### src/rtl/mwa_pkg.sv
// Package for the memory width adapter: sequencer state and the code clamp.
// Assumes size and width codes are no wider than 8 bits.
package mwa_pkg;

    typedef enum logic [1:0] {
        MWA_IDLE = 2'd0,
        MWA_RUN  = 2'd1,
        MWA_DONE = 2'd2
    } mwa_state_e;

    // Limit a log2 byte-count code to the largest one the port supports.
    function automatic logic [7:0] mwa_clamp(input logic [7:0] code, input logic [7:0] lim);
        return (code > lim) ? lim : code;
    endfunction

endpackage

### src/rtl/mwa_seq.sv
// Memory cycle sequencer: idle -> run (one step per memory ack) -> done (one clock).
// Assumes ncyc is at least 1 and stays stable for the whole access.
module mwa_seq
    import mwa_pkg::*;
#(
    parameter int CNT_W = 3
) (
    input  logic             clk,
    input  logic             rst_n,
    input  logic             start,
    input  logic             mem_ack,
    input  logic [CNT_W-1:0] ncyc,
    output mwa_state_e       state,
    output logic [CNT_W-1:0] cyc,
    output logic             last
);

    // Flags the final memory cycle of the access.
    assign last = (cyc == ncyc - CNT_W'(1));

    // State and cycle index update.
    always_ff @(posedge clk) begin
        if (!rst_n) begin
            state <= MWA_IDLE;
            cyc   <= '0;
        end else begin
            case (state)
                MWA_IDLE: begin
                    if (start) begin
                        state <= MWA_RUN;
                        cyc   <= '0;
                    end
                end
                MWA_RUN: begin
                    if (mem_ack) begin
                        if (last) state <= MWA_DONE;
                        else      cyc   <= cyc + CNT_W'(1);
                    end
                end
                MWA_DONE: state <= MWA_IDLE;
                default:  state <= MWA_IDLE;
            endcase
        end
    end

endmodule

### src/rtl/mwa_lane_map.sv
// Lane map: for the current memory cycle, decides which memory lanes belong to
// the access and which processor byte each of them maps to.
// Assumes wlog <= log2(NB) and nbytes <= NB; IW holds values up to 4*NB-1.
module mwa_lane_map #(
    parameter int NB    = 4,
    parameter int IW    = 4,
    parameter int CNT_W = 3,
    parameter int SRC_W = 2
) (
    input  logic [CNT_W-1:0]          cyc,
    input  logic [IW-1:0]             wlog,
    input  logic [IW-1:0]             mbytes,
    input  logic [IW-1:0]             off,
    input  logic [IW-1:0]             nbytes,
    input  logic                      big,
    output logic [NB-1:0]             lane_en,
    output logic [NB-1:0][SRC_W-1:0]  lane_src
);

    for (genvar j = 0; j < NB; j++) begin : g_lane
        logic [IW-1:0] pos;
        logic [IW-1:0] k;

        // Byte position of this lane relative to the first aligned memory word.
        assign pos = (IW'(cyc) << wlog) + IW'(j);
        // Byte index within the access.
        assign k   = pos - off;
        // Lane belongs to the access when it is inside the memory word and the span.
        assign lane_en[j]  = (IW'(j) < mbytes) && (pos >= off) && (k < nbytes);
        // Processor byte position, mirrored for big-endian order.
        assign lane_src[j] = big ? SRC_W'(nbytes - IW'(1) - k) : SRC_W'(k);
    end

endmodule

### src/rtl/mwa_rd_pack.sv
// Read accumulator: clears at request accept and stores each acknowledged
// lane into its processor byte position.
// Assumes enabled lanes never share a processor byte position.
module mwa_rd_pack #(
    parameter int NB    = 4,
    parameter int SRC_W = 2
) (
    input  logic                      clk,
    input  logic                      rst_n,
    input  logic                      clear,
    input  logic                      capture,
    input  logic [NB-1:0]             lane_en,
    input  logic [NB-1:0][SRC_W-1:0]  lane_src,
    input  logic [NB*8-1:0]           mem_rdata,
    output logic [NB*8-1:0]           acc
);

    // Byte gather into the processor word.
    always_ff @(posedge clk) begin
        if (!rst_n) begin
            acc <= '0;
        end else if (clear) begin
            acc <= '0;
        end else if (capture) begin
            for (int j = 0; j < NB; j++) begin
                if (lane_en[j]) acc[{lane_src[j], 3'b000} +: 8] <= mem_rdata[j*8 +: 8];
            end
        end
    end

endmodule

### src/rtl/mem_width_adapter.sv
// Dynamic memory bus width adapter: splits one processor access into memory
// cycles of a per-request width, handling misalignment and byte order.
// Assumes DW is a power of two >= 16 and memory data sits on the low lanes.
module mem_width_adapter
    import mwa_pkg::*;
#(
    parameter int DW     = 32,
    parameter int AW     = 32,
    parameter int CODE_W = 2
) (
    input  logic              clk,
    input  logic              rst_n,
    input  logic              cpu_stb,
    input  logic              cpu_we,
    input  logic [AW-1:0]     cpu_addr,
    input  logic [CODE_W-1:0] cpu_size,
    input  logic [CODE_W-1:0] cpu_mem_width,
    input  logic              cpu_big_endian,
    input  logic [DW-1:0]     cpu_wdata,
    output logic              cpu_ack,
    output logic [DW-1:0]     cpu_rdata,
    output logic              mem_stb,
    output logic              mem_we,
    output logic [AW-1:0]     mem_addr,
    output logic [DW/8-1:0]   mem_be,
    output logic [DW-1:0]     mem_wdata,
    input  logic [DW-1:0]     mem_rdata,
    input  logic              mem_ack
);

    localparam int NB     = DW / 8;
    localparam int LOG_NB = $clog2(NB);
    localparam int IW     = LOG_NB + 2;
    localparam int CNT_W  = LOG_NB + 1;
    localparam int SRC_W  = LOG_NB;

    mwa_state_e             state;
    logic [CNT_W-1:0]       cyc;
    logic [CNT_W-1:0]       ncyc;
    logic                   last;
    logic                   start;
    logic                   run;

    logic                   r_we;
    logic                   r_big;
    logic [AW-1:0]          r_addr;
    logic [IW-1:0]          r_slog;
    logic [IW-1:0]          r_wlog;
    logic [DW-1:0]          r_wdata;

    logic [IW-1:0]          mbytes;
    logic [IW-1:0]          nbytes;
    logic [IW-1:0]          off;
    logic [IW-1:0]          span;
    logic [AW-1:0]          base;

    logic [NB-1:0]            lane_en;
    logic [NB-1:0][SRC_W-1:0] lane_src;

    // Request acceptance and cycle activity.
    assign start = (state == MWA_IDLE) && cpu_stb;
    assign run   = (state == MWA_RUN);

    // Request capture; inputs are ignored outside acceptance.
    always_ff @(posedge clk) begin
        if (!rst_n) begin
            r_we    <= 1'b0;
            r_big   <= 1'b0;
            r_addr  <= '0;
            r_slog  <= '0;
            r_wlog  <= '0;
            r_wdata <= '0;
        end else if (start) begin
            r_we    <= cpu_we;
            r_big   <= cpu_big_endian;
            r_addr  <= cpu_addr;
            r_slog  <= IW'(mwa_clamp(8'(cpu_size), 8'(LOG_NB)));
            r_wlog  <= IW'(mwa_clamp(8'(cpu_mem_width), 8'(LOG_NB)));
            r_wdata <= cpu_wdata;
        end
    end

    // Access geometry derived from the captured request.
    assign mbytes = IW'(1) << r_wlog;
    assign nbytes = IW'(1) << r_slog;
    assign off    = {{(IW - LOG_NB){1'b0}}, r_addr[LOG_NB-1:0]} & (mbytes - IW'(1));
    assign span   = off + nbytes;
    assign ncyc   = CNT_W'((span + mbytes - IW'(1)) >> r_wlog);
    assign base   = r_addr & ~(AW'(mbytes) - AW'(1));

    mwa_seq #(
        .CNT_W (CNT_W)
    ) u_seq (
        .clk     (clk),
        .rst_n   (rst_n),
        .start   (start),
        .mem_ack (mem_ack),
        .ncyc    (ncyc),
        .state   (state),
        .cyc     (cyc),
        .last    (last)
    );

    mwa_lane_map #(
        .NB    (NB),
        .IW    (IW),
        .CNT_W (CNT_W),
        .SRC_W (SRC_W)
    ) u_lane_map (
        .cyc      (cyc),
        .wlog     (r_wlog),
        .mbytes   (mbytes),
        .off      (off),
        .nbytes   (nbytes),
        .big      (r_big),
        .lane_en  (lane_en),
        .lane_src (lane_src)
    );

    mwa_rd_pack #(
        .NB    (NB),
        .SRC_W (SRC_W)
    ) u_rd_pack (
        .clk       (clk),
        .rst_n     (rst_n),
        .clear     (start),
        .capture   (run && mem_ack),
        .lane_en   (lane_en),
        .lane_src  (lane_src),
        .mem_rdata (mem_rdata),
        .acc       (cpu_rdata)
    );

    // Memory side strobes, address and enables.
    assign mem_stb  = run;
    assign mem_we   = run && r_we;
    assign mem_addr = base + (AW'(cyc) << r_wlog);
    assign mem_be   = run ? lane_en : '0;
    assign cpu_ack  = (state == MWA_DONE);

    // Write byte steering per lane.
    for (genvar j = 0; j < NB; j++) begin : g_wlane
        assign mem_wdata[j*8 +: 8] = (run && r_we && lane_en[j])
                                     ? r_wdata[{lane_src[j], 3'b000} +: 8] : 8'h00;
    end

endmodule

### config.mk
export PLATFORM = sky130hd
export DESIGN_NAME = mem_width_adapter
export DESIGN_NICKNAME = d
export VERILOG_FILES = /design/src/rtl/mwa_pkg.sv /design/src/rtl/mwa_seq.sv /design/src/rtl/mwa_lane_map.sv /design/src/rtl/mwa_rd_pack.sv /design/src/rtl/mem_width_adapter.sv
export SDC_FILE = /design/constraint.sdc
export NUM_CORES = 1
export LEC_CHECK = 0
export ABC_AREA = 1
export BUFFER_PORTS_ARGS = -buffer_cell sky130_fd_sc_hd__buf_4
export CORE_UTILIZATION = 40
export CTS_CLUSTER_DIAMETER = 120
export DETAILED_ROUTE_END_ITERATION = 10
export GPL_TIMING_DRIVEN = 0
export MAX_ROUTING_LAYER = met4
export PLACE_DENSITY = 0.67
export SETUP_SLACK_MARGIN = 0.05
export SLEW_MARGIN = 20
export SYNTH_ARGS = -nofsm -noshare
export SYNTH_HDL_FRONTEND = slang
export SYNTH_HIERARCHICAL = 1
export SYNTH_SLANG_ARGS = --single-unit
### constraint.sdc
create_clock -name clk -period 11.47 [get_ports clk]
set_input_delay 0.5735 -clock clk [delete_from_list [all_inputs] [get_ports clk]]
set_output_delay 0.5735 -clock clk [all_outputs]
set_load 0.01 [all_outputs]
=== Yosys cells after proc, flatten, opt, wreduce, memory -nomap -nowiden ===
Cells that the tools add are included.

* Logic and storage cells: 131
* Input port bits: 106
* Output and inout bits: 103
* Register bits after elaboration: 111

* Shift-type cells: 17
* Order comparisons: 14
* Reduce and logical (&&, ||, !) cells: 20
* Bitwise gates (word level): 4
* Muxes and demuxes: 36
* Equal/unequal tests: 7
* $add $sub $neg: 24

{| class="wikitable"
|+ Operators by type and width
! kind !! count
|-
| $mux 32 || 13
|-
| $bwmux 32 || 4
|-
| $shift 8x7->32 const A || 4
|-
| $shiftx 32x6->8 || 4
|-
| $shiftx 8x7->32 || 4
|-
| $add 32x32->32 || 1
|-
| $and 32x32->32 || 1
|-
| $mux 8 || 4
|-
| $not 32->32 || 1
|-
| $shl 3x4->32 || 1
|-
| $neg 5->7 || 4
|-
| $mux 2 || 9
|-
| $ge 4x4->1 || 4
|-
| $lt 4x4->1 || 4
|-
| $sub 4x4->4 || 4
|-
| $logic_and 1x1->1 || 15
|-
| $mux 3 || 3
|-
| $add 4x2->4 const B || 2
|-
| $add 4x4->4 || 2
|-
| $lt 1x4->1 const A || 2
|-
| $lt 2x4->1 const A || 2
|-
| $ne 2x2->1 const B || 4
|-
| $shl 1x4->4 const A || 2
|-
| $sub 2x2->2 || 4
|-
| other kinds (22) || 24
|}

=== Depth between registers and ports, before layout ===
* Depth after elaboration: 25
* Gate-level depth with buffers: 30
* Depth with buffers taken out: 29

=== By module ===
The synthesis kept the hierarchy.

{| class="wikitable"
|+ Modules (own cells, without submodules)
! module !! cells an instance !! area each (µm²) !! instances
|-
| mem_width_adapter || 818 || 5068.6 || 1
|-
| mwa_rd_pack || 714 || 3684.8 || 1
|-
| mwa_lane_map || 194 || 1262.5 || 1
|-
| mwa_seq || 64 || 382.9 || 1
|}

=== Least setup slack after synthesis ===
OpenSTA, ideal clock, no wires.

* Kind: register -> register
* From: reg r_wlog[0]
* To: reg u_seq.cyc[1]
* Setup slack: 7.629 ns
* Required time: 11.356 ns
* Cell stages (with the launch flop): 31
* Buffers on the path: 1
* Library setup time: 0.114 ns
* Arrival: 3.727 ns
* Cells stage by stage: dfxtp_1 buf_2 inv_1 nor2_1 inv_1 ha_1 inv_1 fa_1 ha_1 inv_1 fa_1 inv_1 nand2_1 nand2_1 nand2_1 nand2_1 nand2_1 nand3_1 nand3_1 nand2_1 inv_1 ha_1 inv_1 nand2_1 nand2_1 nor2_1 nand3_2 nand2_2 nand2_1 nand2_1 nor2_2

* Longest elaborated chain between the ends: 11

{| class="wikitable"
|+ RTL lines
! item !! RTL line !! source
|-
| from (decl) || mem_width_adapter.sv:48 || <nowiki>logic [IW-1:0] r_wlog;</nowiki>
|-
| from (signal assigned) || mem_width_adapter.sv:78 || <nowiki>r_wlog <= IW'(mwa_clamp(8'(cpu_mem_width), 8'(LOG_NB)));</nowiki>
|-
| $shl 1x4->4 * || mem_width_adapter.sv:84 || <nowiki>assign mbytes = IW'(1) << r_wlog;</nowiki>
|-
| named net mbytes[1] || mem_width_adapter.sv:51 || <nowiki>logic [IW-1:0] mbytes;</nowiki>
|-
| $sub 4x1->4 || mem_width_adapter.sv:86 || <nowiki>assign off = {{(IW - LOG_NB){1'b0}}, r_addr[LOG_NB-1:0]} & (mbytes - IW'(1));</nowiki>
|-
| $and 2x4->4 || mem_width_adapter.sv:86 ||
|-
| $add 4x4->4 || mem_width_adapter.sv:87 || <nowiki>assign span = off + nbytes;</nowiki>
|-
| $add 4x4->4 * || mem_width_adapter.sv:88 || <nowiki>assign ncyc = CNT_W'((span + mbytes - IW'(1)) >> r_wlog);</nowiki>
|-
| $sub 4x1->4 * || mem_width_adapter.sv:88 ||
|-
| $shr 4x4->3 * || mem_width_adapter.sv:88 ||
|-
| named net ncyc[0] || mem_width_adapter.sv:39 || <nowiki>logic [CNT_W-1:0] ncyc;</nowiki>
|-
| $sub 3x1->3 * || mwa_seq.sv:19 || <nowiki>assign last = (cyc == ncyc - CNT_W'(1));</nowiki>
|-
| $eq 3x3->1 * || mwa_seq.sv:19 ||
|-
| $ne 2x2->1 (no line) * || n/a ||
|-
| $reduce_and 4->1 (no line) * || n/a ||
|-
| to (signal assigned) || mwa_seq.sv:37 || <nowiki>else cyc <= cyc + CNT_W'(1);</nowiki>
|-
| to (decl) || mwa_seq.sv:14 || <nowiki>output logic [CNT_W-1:0] cyc,</nowiki>
|}

Mark *: on every way through the listed nets, which the timed path passes. The rest lies on a longest branch.
A chain may end at the register's enable or synchronous reset.

==> run summary <==
STATUS
--------------------------------------------------------------------------------------------------------
Run status                                                                                     completed

CTS
--------------------------------------------------------------------------------------------------------
Cts repair resizes                                                                                     0
Max Buffers Root-to-Sink                                                                               2
H-tree level count                                                                                     3
Cell at the root of the clock tree                                                          sky130_fd_sc_hd__clkbuf_16
Hold-fix buffers, CTS                                                                                  0
TritonCTS clock tree                                                                                done
Post-CTS clock slew at the launch and capture registers of the worst setup and hold paths        0.09 ns
Sinks on the clock net                                                                               107
Post-CTS repair timing setup buffer count                                                              0
Inserted Clock Buffers                                                                                 9
Clk_lat worst skew                                                                               0.36 ns

TIMING
--------------------------------------------------------------------------------------------------------
Number of setup violations in the final report                                                         0
Sum of negative setup slack                                                                         0 ns
Minimum clock period                                                                             5.05 ns
Setup slack of the critical path after layout                                                    6.42 ns
Setup clock skew after layout                                                                  0.0102 ns
Final hold violation count                                                                             0
Transition time at the pin with the least slew margin                                           0.989 ns
Unrepaired setup endpoints after global routing                                                    false
Slew HR                                                                                            33.6%
Post-route clock period utilization                                                                44.0%
Peak clock frequency supported by timing                                                         198 MHz
Max-slew violation total from the final report                                                         0

ROUTING
--------------------------------------------------------------------------------------------------------
Routed wire length                                                                               41.1 mm
Via total after detailed routing                                                                   12200
Antenna Violating Nets Remaining                                                                       0
Routed length per instance                                                                       17.5 µm
Initial drt markers                                                                                  896
Met2 wirelength from detailed routing                                                            18.4 mm
Total iterations of the first detailed-routing run                                                     5
Residual DRC                                                                                           0
Met3 WL                                                                                          2.61 mm
Highest routed layer                                                                                met4
Total routed wire length on the met1 layer                                                       18.8 mm
Average via count per standard cell                                                                 5.19

PLACE
--------------------------------------------------------------------------------------------------------
Detailed Place HPWL                                                                              33.6 mm
Placed cell areas                                                                              12400 µm²
Worst setup timing slack at the placement stage                                                  6.46 ns
Placer Congestion                                                                                   1.01
Count of input and output buffers                                                                    208

CELLS AND AREA
--------------------------------------------------------------------------------------------------------
Final instance area                                                                            12700 µm²
Proportion of layout cells with a drive suffix above 1                                             17.2%
Post-layout nets                                                                                    2193
Fill count                                                                                          2793
Post-synthesis to final-layout area growth                                                         22.1%
Final antenna diode count                                                                              0

PWR
--------------------------------------------------------------------------------------------------------
Power per cell area                                                                           163 nW/µm²
Overall power consumption                                                                        2060 µW
Worst VDD drop                                                                               0.0000689 V
Leakage                                                                                       0.00640 µW

FLOORPLANNING
--------------------------------------------------------------------------------------------------------
Count of standard-cell rows                                                                           58
Height of the chip                                                                                163 µm
Total I/O pin count                                                                                  209
Core area                                                                                      25300 µm²
Area enclosed by the die boundary                                                              26600 µm²
Effective utilization at floorplan                                                                 41.0%
DIE WIDTH                                                                                         163 µm

CRITICAL PATH
--------------------------------------------------------------------------------------------------------
Category of the critical setup timing path                                                  flop to primary output
Maximum fanout count along the critical path                                                          11
Endpoint arrival time on the critical path                                                       4.48 ns
Cell-by-cell listing of the critical path                                                   buf_2, nor2_1, nor2_1, ha_1, inv_1, ha_1, inv_1, nand3_1, nand3_1, nand2_1, nand2_1, inv_1, clkbuf_1, a211oi_1, nor3_1, buf_4
Endpoint type of the worst setup path                                                       primary output
Data required time of the critical path                                                         10.90 ns
Startpoint type of the worst setup path                                                             flop
Max incr delay on CP                                                                             0.48 ns
Most frequent CP cell                                                                       sky130_fd_sc_hd__inv_1
Slowest cell on crit path                                                                   sky130_fd_sc_hd__inv_1

SYNTH
--------------------------------------------------------------------------------------------------------
Mapped cell area                                                                               10400 µm²
Synthesized instance count                                                                          1789
Synthesized area divided by synthesized cell count                                              5.81 µm²
Yosys warnings                                                                                         6

MIN PATH
--------------------------------------------------------------------------------------------------------
Hold WC Path Type                                                                           input port to flop

GLOBAL ROUTE
--------------------------------------------------------------------------------------------------------
First-pass GRT wire length                                                                       62.4 mm
Number of antenna violations at the first check in global routing                                      0
Maximum number of pins on one net before global-route repair                                          21
Residual overflow from global routing                                                                  0
Via count of the first global-routing pass                                                         11400
All-Layer GR Usage                                                                                 31.6%

FLOW RUN
--------------------------------------------------------------------------------------------------------
Max Cap Violations                                                                                     0

[cells in the final DEF, fill, tap and decap left out, types with 4 or more instances in the layout]
cell type	count
sky130_fd_sc_hd__buf_4	211
sky130_fd_sc_hd__nor2_2	12
sky130_fd_sc_hd__xor2_1	15
sky130_fd_sc_hd__nand3_1	93
sky130_fd_sc_hd__nand4_1	22
sky130_fd_sc_hd__o211ai_1	5
sky130_fd_sc_hd__buf_2	22
sky130_fd_sc_hd__dfxtp_1	107
sky130_fd_sc_hd__nor2_1	203
sky130_fd_sc_hd__nand3_2	4
sky130_fd_sc_hd__inv_2	40
sky130_fd_sc_hd__nand3b_1	6
sky130_fd_sc_hd__nand2_2	20
sky130_fd_sc_hd__fa_1	7
sky130_fd_sc_hd__ha_1	67
sky130_fd_sc_hd__clkinv_1	6
sky130_fd_sc_hd__nand2_1	489
sky130_fd_sc_hd__inv_1	191
sky130_fd_sc_hd__xnor2_1	7
sky130_fd_sc_hd__clkbuf_16	9
sky130_fd_sc_hd__nor2_4	9
sky130_fd_sc_hd__a211oi_1	30
sky130_fd_sc_hd__o21ai_0	119
sky130_fd_sc_hd__nor3_1	37
sky130_fd_sc_hd__nand2_4	4
sky130_fd_sc_hd__conb_1	6
sky130_fd_sc_hd__clkbuf_1	43
sky130_fd_sc_hd__a21oi_1	201
[critical path: cells and delay by family, from the launching register on]
| family | cells | cell delay, ns |
|---|---|---|
| buffers and inverters | 6 | 1.60 |
| and+or+nand+nor | 7 | 1.41 |
| adders and majority gates | 2 | 0.60 |
| DFF | 1 | 0.38 |
| AOI/OAI and AO/OA | 1 | 0.10 |
[report_power, final]
| part | internal, µW | leakage (µW) | total [µW] | switching [µW] |
|---|---|---|---|---|
| registers | 430 | 0.000879 | 500 | 70.5 |
| clock network | 161 | 0.000146 | 334 | 173 |
| logic | 407 | 0.00538 | 1230 | 822 |
[sequential cells by signal (all words and copies together) (netlist names)]
register       count
r_big              1
r_wlog             2
u_seq/state        2
u_seq/cyc          3
r_wdata           32
r_we               1
r_addr            32
r_slog             2
u_rd_pack/acc     32
[final cells by class]
| class | instances | area [µm²] | share of cell area [%] |
|---|---|---|---|
| repair buffers | 208 | 1560 | 12.3 |
| clock inverters | 6 | 63.8 | 0.503 |
| multi-input cells | 1382 | 7090 | 55.9 |
| well taps | 330 | 413 | 3.25 |
| flip-flops and latches | 107 | 2140 | 16.9 |
| inverters | 237 | 890 | 7.01 |
| clock buffers | 10 | 239 | 1.88 |
| plain buffers | 68 | 294 | 2.32 |
[worst paths after layout]
check | startpoint | to | slack (ns) | cells past startpoint
min reg2reg | u_rd_pack/acc[22] | u_rd_pack/acc[22] | 0.49 | 2
max | r_wlog[1] | mem_wdata[2] | 6.42 | 16
max reg2reg | r_wlog[1] | u_rd_pack/acc[22] | 6.67 | 19
min | cpu_addr[19] | r_addr[19] | 0.44 | 3
[routing by layer]
layer	global-route usage, %	up-vias
met3	4.37	76
met4	10.9	0
met5	-	-
met1	40.9	5467
li1	-	6204
met2	50.2	446
[per-stage QoR]
stage / utilization [%] / instances / hold slack [ns]
finish: 50.1 / 2348 / 0.444
global route: 50.1 / 2348 / 0.451
CTS: 50.1 / 2348 / 0.439
detailed placement: 48.9 / 2332 / 0.469
global placement: 48.9 / 2332 / 0.463
floorplan: - / 1794 / 0.429
(Power assumes the default switching activity.)
